--- config.mk ---
export PLATFORM = sky130hd
export DESIGN_NAME = gpio_irq_detect
export DESIGN_NICKNAME = d
export VERILOG_FILES = /design/src/rtl/gpio_irq_pkg.sv /design/src/rtl/gpio_sync.sv /design/src/rtl/gpio_event.sv /design/src/rtl/gpio_bank.sv /design/src/rtl/gpio_irq_detect.sv
export SDC_FILE = /design/constraint.sdc
export NUM_CORES = 2
export LEC_CHECK = 0
export ABC_AREA = 1
export BUFFER_PORTS_ARGS = -buffer_cell sky130_fd_sc_hd__buf_2
export CAP_MARGIN = 20
export CELL_PAD_IN_SITES_DETAIL_PLACEMENT = 0
export CELL_PAD_IN_SITES_GLOBAL_PLACEMENT = 2
export CORE_UTILIZATION = 34
export DETAILED_ROUTE_END_ITERATION = 6
export GPL_ROUTABILITY_DRIVEN = 0
export HOLD_SLACK_MARGIN = 0.06
export PLACE_DENSITY = 0.77
export SLEW_MARGIN = 15
export SYNTH_ARGS = -nofsm -noshare
export SYNTH_HDL_FRONTEND = slang
export SYNTH_SLANG_ARGS = --single-unit
--- constraint.sdc ---
create_clock -name clk_i -period 4.6 [get_ports clk_i]
set_clock_uncertainty 0.2 [all_clocks]
set_input_delay 0.69 -clock clk_i [delete_from_list [all_inputs] [get_ports clk_i]]
set_output_delay 0.69 -clock clk_i [all_outputs]
set_load 0.05 [all_outputs]
--- src/rtl/gpio_irq_pkg.sv ---
package gpio_irq_pkg;
  typedef enum logic [2:0] {
    SEL_MASK  = 3'd0,
    SEL_UNMSK = 3'd1,
    SEL_MSK   = 3'd2,
    SEL_STAT  = 3'd3,
    SEL_TYPE  = 3'd4,
    SEL_POL   = 3'd5,
    SEL_ANY   = 3'd6,
    SEL_RSVD  = 3'd7
  } reg_sel_e;
endpackage

--- src/rtl/gpio_sync.sv ---
module gpio_sync #(
  parameter int W = 32
) (
  input  logic         clk_i,
  input  logic         rst_ni,
  input  logic [W-1:0] d_i,
  output logic [W-1:0] q_o
);
  logic [W-1:0] meta_q, sync_q;

  always_ff @(posedge clk_i or negedge rst_ni) begin
    if (!rst_ni) begin
      meta_q <= '0;
      sync_q <= '0;
    end else begin
      meta_q <= d_i;
      sync_q <= meta_q;
    end
  end

  assign q_o = sync_q;
endmodule

--- src/rtl/gpio_event.sv ---
module gpio_event #(
  parameter int W = 32
) (
  input  logic         clk_i,
  input  logic         rst_ni,
  input  logic [W-1:0] pin_i,
  input  logic [W-1:0] type_i,
  input  logic [W-1:0] pol_i,
  input  logic [W-1:0] any_i,
  output logic [W-1:0] ev_o
);
  logic [W-1:0] prev_q, rise, fall, edge_ev, lvl_ev;

  always_ff @(posedge clk_i or negedge rst_ni) begin
    if (!rst_ni) prev_q <= '0;
    else         prev_q <= pin_i;
  end

  assign rise    = pin_i & ~prev_q;
  assign fall    = ~pin_i & prev_q;
  // any-edge overrides direction; meaningful only under edge type
  assign edge_ev = (any_i & (rise | fall)) |
                   (~any_i & ((pol_i & rise) | (~pol_i & fall)));
  assign lvl_ev  = ~(pin_i ^ pol_i);
  assign ev_o    = (type_i & edge_ev) | (~type_i & lvl_ev);
endmodule

--- src/rtl/gpio_bank.sv ---
module gpio_bank
  import gpio_irq_pkg::*;
#(
  parameter int PINS = 32
) (
  input  logic            clk_i,
  input  logic            rst_ni,
  input  logic [PINS-1:0] pin_i,
  input  logic            wr_i,
  input  reg_sel_e        sel_i,
  input  logic [PINS-1:0] wdata_i,
  output logic [PINS-1:0] mask_o,
  output logic [PINS-1:0] status_o,
  output logic [PINS-1:0] type_o,
  output logic [PINS-1:0] pol_o,
  output logic [PINS-1:0] any_o,
  output logic            irq_o
);
  logic [PINS-1:0] mask_q, status_q, type_q, pol_q, any_q;
  logic [PINS-1:0] pin_s, ev, unmsk_wr, msk_wr, clr_wr;

  gpio_sync #(.W(PINS)) u_sync (
    .clk_i (clk_i),
    .rst_ni(rst_ni),
    .d_i   (pin_i),
    .q_o   (pin_s)
  );

  gpio_event #(.W(PINS)) u_event (
    .clk_i (clk_i),
    .rst_ni(rst_ni),
    .pin_i (pin_s),
    .type_i(type_q),
    .pol_i (pol_q),
    .any_i (any_q),
    .ev_o  (ev)
  );

  assign unmsk_wr = (wr_i && sel_i == SEL_UNMSK) ? wdata_i : '0;
  assign msk_wr   = (wr_i && sel_i == SEL_MSK)   ? wdata_i : '0;
  assign clr_wr   = (wr_i && sel_i == SEL_STAT)  ? wdata_i : '0;

  always_ff @(posedge clk_i or negedge rst_ni) begin
    if (!rst_ni) begin
      mask_q   <= '1;
      status_q <= '0;
      type_q   <= '0;
      pol_q    <= '0;
      any_q    <= '0;
    end else begin
      mask_q   <= (mask_q & ~unmsk_wr) | msk_wr;
      // new event wins over a same-cycle clear
      status_q <= (status_q & ~clr_wr) | ev;
      if (wr_i && sel_i == SEL_TYPE) type_q <= wdata_i;
      if (wr_i && sel_i == SEL_POL)  pol_q  <= wdata_i;
      if (wr_i && sel_i == SEL_ANY)  any_q  <= wdata_i;
    end
  end

  assign mask_o   = mask_q;
  assign status_o = status_q;
  assign type_o   = type_q;
  assign pol_o    = pol_q;
  assign any_o    = any_q;
  assign irq_o    = |(status_q & ~mask_q);

  p_unmask_r3: assert property (@(posedge clk_i) disable iff (!rst_ni)
    (|unmsk_wr) |=> ((mask_q & $past(unmsk_wr)) == '0));

  p_mask_r4: assert property (@(posedge clk_i) disable iff (!rst_ni)
    (|msk_wr) |=> ((mask_q & $past(msk_wr)) == $past(msk_wr)));

  p_clear_r5: assert property (@(posedge clk_i) disable iff (!rst_ni)
    (|(clr_wr & ~ev)) |=> ((status_q & $past(clr_wr & ~ev)) == '0));

  p_event_sets_r6: assert property (@(posedge clk_i) disable iff (!rst_ni)
    (|ev) |=> ((status_q & $past(ev)) == $past(ev)));

  p_all_masked_quiet_r9: assert property (@(posedge clk_i) disable iff (!rst_ni)
    (&mask_q) |-> !irq_o);
endmodule

--- src/rtl/gpio_irq_detect.sv ---
module gpio_irq_detect
  import gpio_irq_pkg::*;
#(
  parameter int NUM_BANKS = 4,
  parameter int PINS      = 32,
  parameter int ADDR_W    = 5
) (
  input  logic                      clk_i,
  input  logic                      rst_ni,
  input  logic [NUM_BANKS*PINS-1:0] gpio_i,
  input  logic                      reg_we_i,
  input  logic [ADDR_W-1:0]         reg_addr_i,
  input  logic [PINS-1:0]           reg_wdata_i,
  output logic [PINS-1:0]           reg_rdata_o,
  output logic                      irq_o
);
  localparam int SEL_W  = 3;
  localparam int BANK_W = ADDR_W - SEL_W;

  reg_sel_e          sel;
  logic [BANK_W-1:0] bank_idx;
  logic [PINS-1:0]   bank_rd [NUM_BANKS];
  logic [NUM_BANKS-1:0] bank_irq;

  assign sel      = reg_sel_e'(reg_addr_i[SEL_W-1:0]);
  assign bank_idx = reg_addr_i[ADDR_W-1:SEL_W];

  for (genvar b = 0; b < NUM_BANKS; b++) begin : g_bank
    logic [PINS-1:0] mask, status, typ, pol, any;
    logic            hit;

    assign hit = (bank_idx == BANK_W'(b));

    gpio_bank #(.PINS(PINS)) u_bank (
      .clk_i   (clk_i),
      .rst_ni  (rst_ni),
      .pin_i   (gpio_i[b*PINS +: PINS]),
      .wr_i    (reg_we_i && hit),
      .sel_i   (sel),
      .wdata_i (reg_wdata_i),
      .mask_o  (mask),
      .status_o(status),
      .type_o  (typ),
      .pol_o   (pol),
      .any_o   (any),
      .irq_o   (bank_irq[b])
    );

    always_comb begin
      unique case (sel)
        SEL_MASK: bank_rd[b] = mask;
        SEL_STAT: bank_rd[b] = status;
        SEL_TYPE: bank_rd[b] = typ;
        SEL_POL:  bank_rd[b] = pol;
        SEL_ANY:  bank_rd[b] = any;
        default:  bank_rd[b] = '0;
      endcase
    end
  end

  always_comb begin
    reg_rdata_o = '0;
    for (int b = 0; b < NUM_BANKS; b++)
      if (bank_idx == BANK_W'(b)) reg_rdata_o = bank_rd[b];
  end

  assign irq_o = |bank_irq;

  p_reset_quiet_r10: assert property (@(posedge clk_i) disable iff (!rst_ni)
    $rose(rst_ni) |-> !irq_o);
endmodule

==> flow_metrics.py <==
metrics = {
    "outcome": {
        "status": "completed",
    },
    "synthesis": {
        "syn_inst": 5732,
        "synth_warnings": 0,
        "yosysUniqueCellTypes": 26,
        "synth_seq_cells": 1024,
        "ys_seq_area_share_pct": 52.7,
        "syn_area_per_cell_um2": 8.54,
        "synth.cell_area_um2": 49000,
        "synth_nets": 6156,
    },
    "critical_path": {
        "start_kind": "input pin",
        "cpPeakStageDelay_ns": 0.74,
        "cp.required_ns": 3.71,
        "critPathMostFrequentCell": "nand2_1",
        "r2r-start": "g_bank[0].u_bank.u_sync.q_o[13]",
        "cp-startpoint": "reg_addr_i[0]",
        "crit_path_max_fanout": 21,
        "cp-end-kind": "primary output",
        "crit_slowest_cell": "nor2_4",
        "crit_chain": "buf_4 > inv_2 > nand2_1 > nor2_4 > buf_4 > nand2_1 > nand2_1 > nor2_1 > nand2_1 > nand2_1 > o21ai_1 > buf_4 > buf_12",
        "critical_path_arrival_ns": 3.39,
        "path_class": "in -> out",
    },
    "sta": {
        "setup_viol": 0,
        "finalMaxSlewViolations": 0,
        "hold_viol": 0,
        "slew_headroom_pct": 29.5,
        "tns_ns": 0,
        "period_share_pct": 93.1,
        "rsz0062_at_grt": "no",
        "tightest_slew_ns": 1.06,
        "fin_ws_ns": 0.316,
        "period_needed_ns": 4.28,
        "max_clock_freq_ghz": 0.233,
    },
    "cells_and_area": {
        "syn2layout_area_growth_pct": 20.0,
        "layout_common_cells": "nand2_1 (1,230), o21ai_0 (1,153), dfrtp_1 (896)",
        "drive_gt1_share_pct": 11.5,
        "nets": 6463,
        "fin_cells": 8035,
        "layout_commonest_cell": "nand2_1",
        "post-route-util_pct": 41.3,
    },
    "hold_path": {
        "hp-class": "reg -> reg",
        "hold_start": "g_bank[3].u_bank.u_sync.meta_q[4]",
    },
    "cts": {
        "cts_tree": "built",
        "clkLatencyLatePin_ns": 0.74,
        "cts_root_buf": "clkbuf_16",
        "clockBufferDepth": 3,
        "ctsHtreeMaxLevel": 3,
        "clock_sinks": 1024,
        "clk_pin_slew_ns": 0.06,
        "numCtsBuffers": 116,
    },
    "drt": {
        "wire_per_inst_um": 20.3,
        "viasPerCell": 4.94,
        "drc": 0,
        "dr.pass1.iters": 6,
        "drtAntennaViolNets": 0,
        "routed_wl_mm": 163,
        "vias": 39700,
        "first_iter_violations": 3384,
    },
    "power_and_ir_drop": {
        "ir_worst_vdd_mv": 0.288,
        "leakagePower_nw": 27.8,
        "powerDensity_nw_per_um2": 423,
        "total_power_mw": 24.9,
    },
    "global_route": {
        "grt_max_degree": 103,
        "track_usage_pct": 22.5,
        "grt_pass1_vias": 39300,
        "grt_antenna_before_repair": 5,
        "grt_pass1_wl_mm": 250,
        "overflow": 0,
    },
    "die": {
        "chipWidth_um": 381,
        "die_h_um": 381,
        "start_util_pct": 34.4,
        "die_area_um2": 146000,
        "rows": 138,
        "coreArea_um2": 142000,
        "ios": 201,
    },
    "place": {
        "place_hpwl_mm": 106,
        "dp.cells": 7650,
        "post-place-ws_ns": 0.430,
        "io_buffers": 200,
    },
    "run": {
        "drv_cap": 0,
    },
}
[layout make-up]
cell class | count | area [um2]
antenna | 2 | 5.00
clock buffer | 163 | 3360
clock inverter | 59 | 803
fill | 14300 | 83500
inverter | 778 | 2920
multi-input combinational | 3642 | 19200
sequential | 1024 | 25800
tap | 1890 | 2360
timing repair buffer | 477 | 4330
[metrics by stage]
stage	cell area [um2]	hold slack [ns]
floorplan	49000	0.131
global placement	53000	0.132
detailed placement	53000	0.135
CTS	58800	0.147
global route	58800	0.150
finish	58800	0.145
[cells by family after synthesis]
logic type	Yosys count	synth area share [%]
simple gates	1839	15.5
fa+ha+maj	256	6.54
buf+inv	1066	8.31
flops	1024	52.7
mux	25	0.575
compound gates	1476	15.6
xor+xnor	46	0.823
[metal layers]
| layer | global-route usage [%] | part of all wire [%] |
|---|---|---|
| met1 | 33.2 | 48 |
| met3 | 3.19 | 5.9 |
| met4 | 5.20 | 1.7 |
| met5 | 0 | 0.023 |
| met2 | 34.7 | 44 |
[report_power, final]
| part | total (mW) | internal, mW | switching, mW |
|---|---|---|---|
| registers | 11.2 | 10.3 | 0.950 |
| clock network | 10.1 | 6.10 | 3.99 |
| logic | 3.58 | 1.32 | 2.25 |
[what timing repair did]
item                      CTS  global route
gates resized for setup     0             0
hold buffers              161             0
buffers inserted            0             0
hold endpoints to repair  279             0
[path summary, 6_finish.rpt]
check | endpoint | slack (ns) | cells after the start
setup / recovery | reg_rdata_o[19] | 0.32 | 13
max in group asynchronous | g_bank[2].u_bank.u_sync.meta_q[31] | 2.54 | 3
min in group asynchronous | g_bank[3].u_bank.u_event.prev_q[8] | 0.39 | 2
hold reg to reg | g_bank[3].u_bank.u_sync.q_o[4] | 0.14 | 0
setup reg to reg | g_bank[0].u_bank.status_o[13] | 2.98 | 5
hold / removal | g_bank[3].u_bank.u_sync.q_o[4] | 0.14 | 0
[state kept, by name, indices dropped and copies added (netlist names)]
name and flops:
g_bank.u_bank.any_o 128, g_bank.u_bank.pol_o 128, g_bank.u_bank.type_o 128, g_bank.u_bank.mask_o 128, g_bank.u_bank.status_o 128, g_bank.u_bank.u_sync.meta_q 128, g_bank.u_bank.u_sync.q_o 128, g_bank.u_bank.u_event.prev_q 128
[Yosys cell counts]
| library cell | count | area (um2) |
|---|---|---|
| nor2_2 | 5 | 31.3 |
| o21ai_1 | 24 | 120 |
| dfrtp_1 | 896 | 22400 |
| buf_4 | 1 | 7.51 |
| o211ai_1 | 64 | 480 |
| o22ai_1 | 34 | 213 |
| dfstp_2 | 128 | 3360 |
| nand4_1 | 136 | 851 |
| buf_1 | 13 | 48.8 |
| a21oi_1 | 184 | 921 |
| nand3_1 | 221 | 1110 |
| nor2_1 | 227 | 852 |
| clkbuf_1 | 225 | 845 |
| inv_1 | 771 | 2890 |
| nor2_4 | 2 | 22.5 |
| nor3_2 | 2 | 20.0 |
| xor2_1 | 46 | 403 |
| ha_1 | 256 | 3200 |
| nand2_1 | 1243 | 4670 |
| o221ai_1 | 17 | 149 |
| buf_2 | 49 | 245 |
| inv_2 | 7 | 26.3 |
| o21ai_0 | 1153 | 5770 |
| mux2_2 | 25 | 282 |
| nand3_2 | 1 | 10.0 |
| nor3_1 | 2 | 10.0 |
[critical path, delay by kind of cell]
kind / cells / cell delay (ns)
AO/OA/AOI/OAI: 1 / 0.35
buffers and inverters: 5 / 1.08
AND/OR/NAND/NOR: 7 / 1.24
No activity file was read; power rests on OpenSTA's default activity.
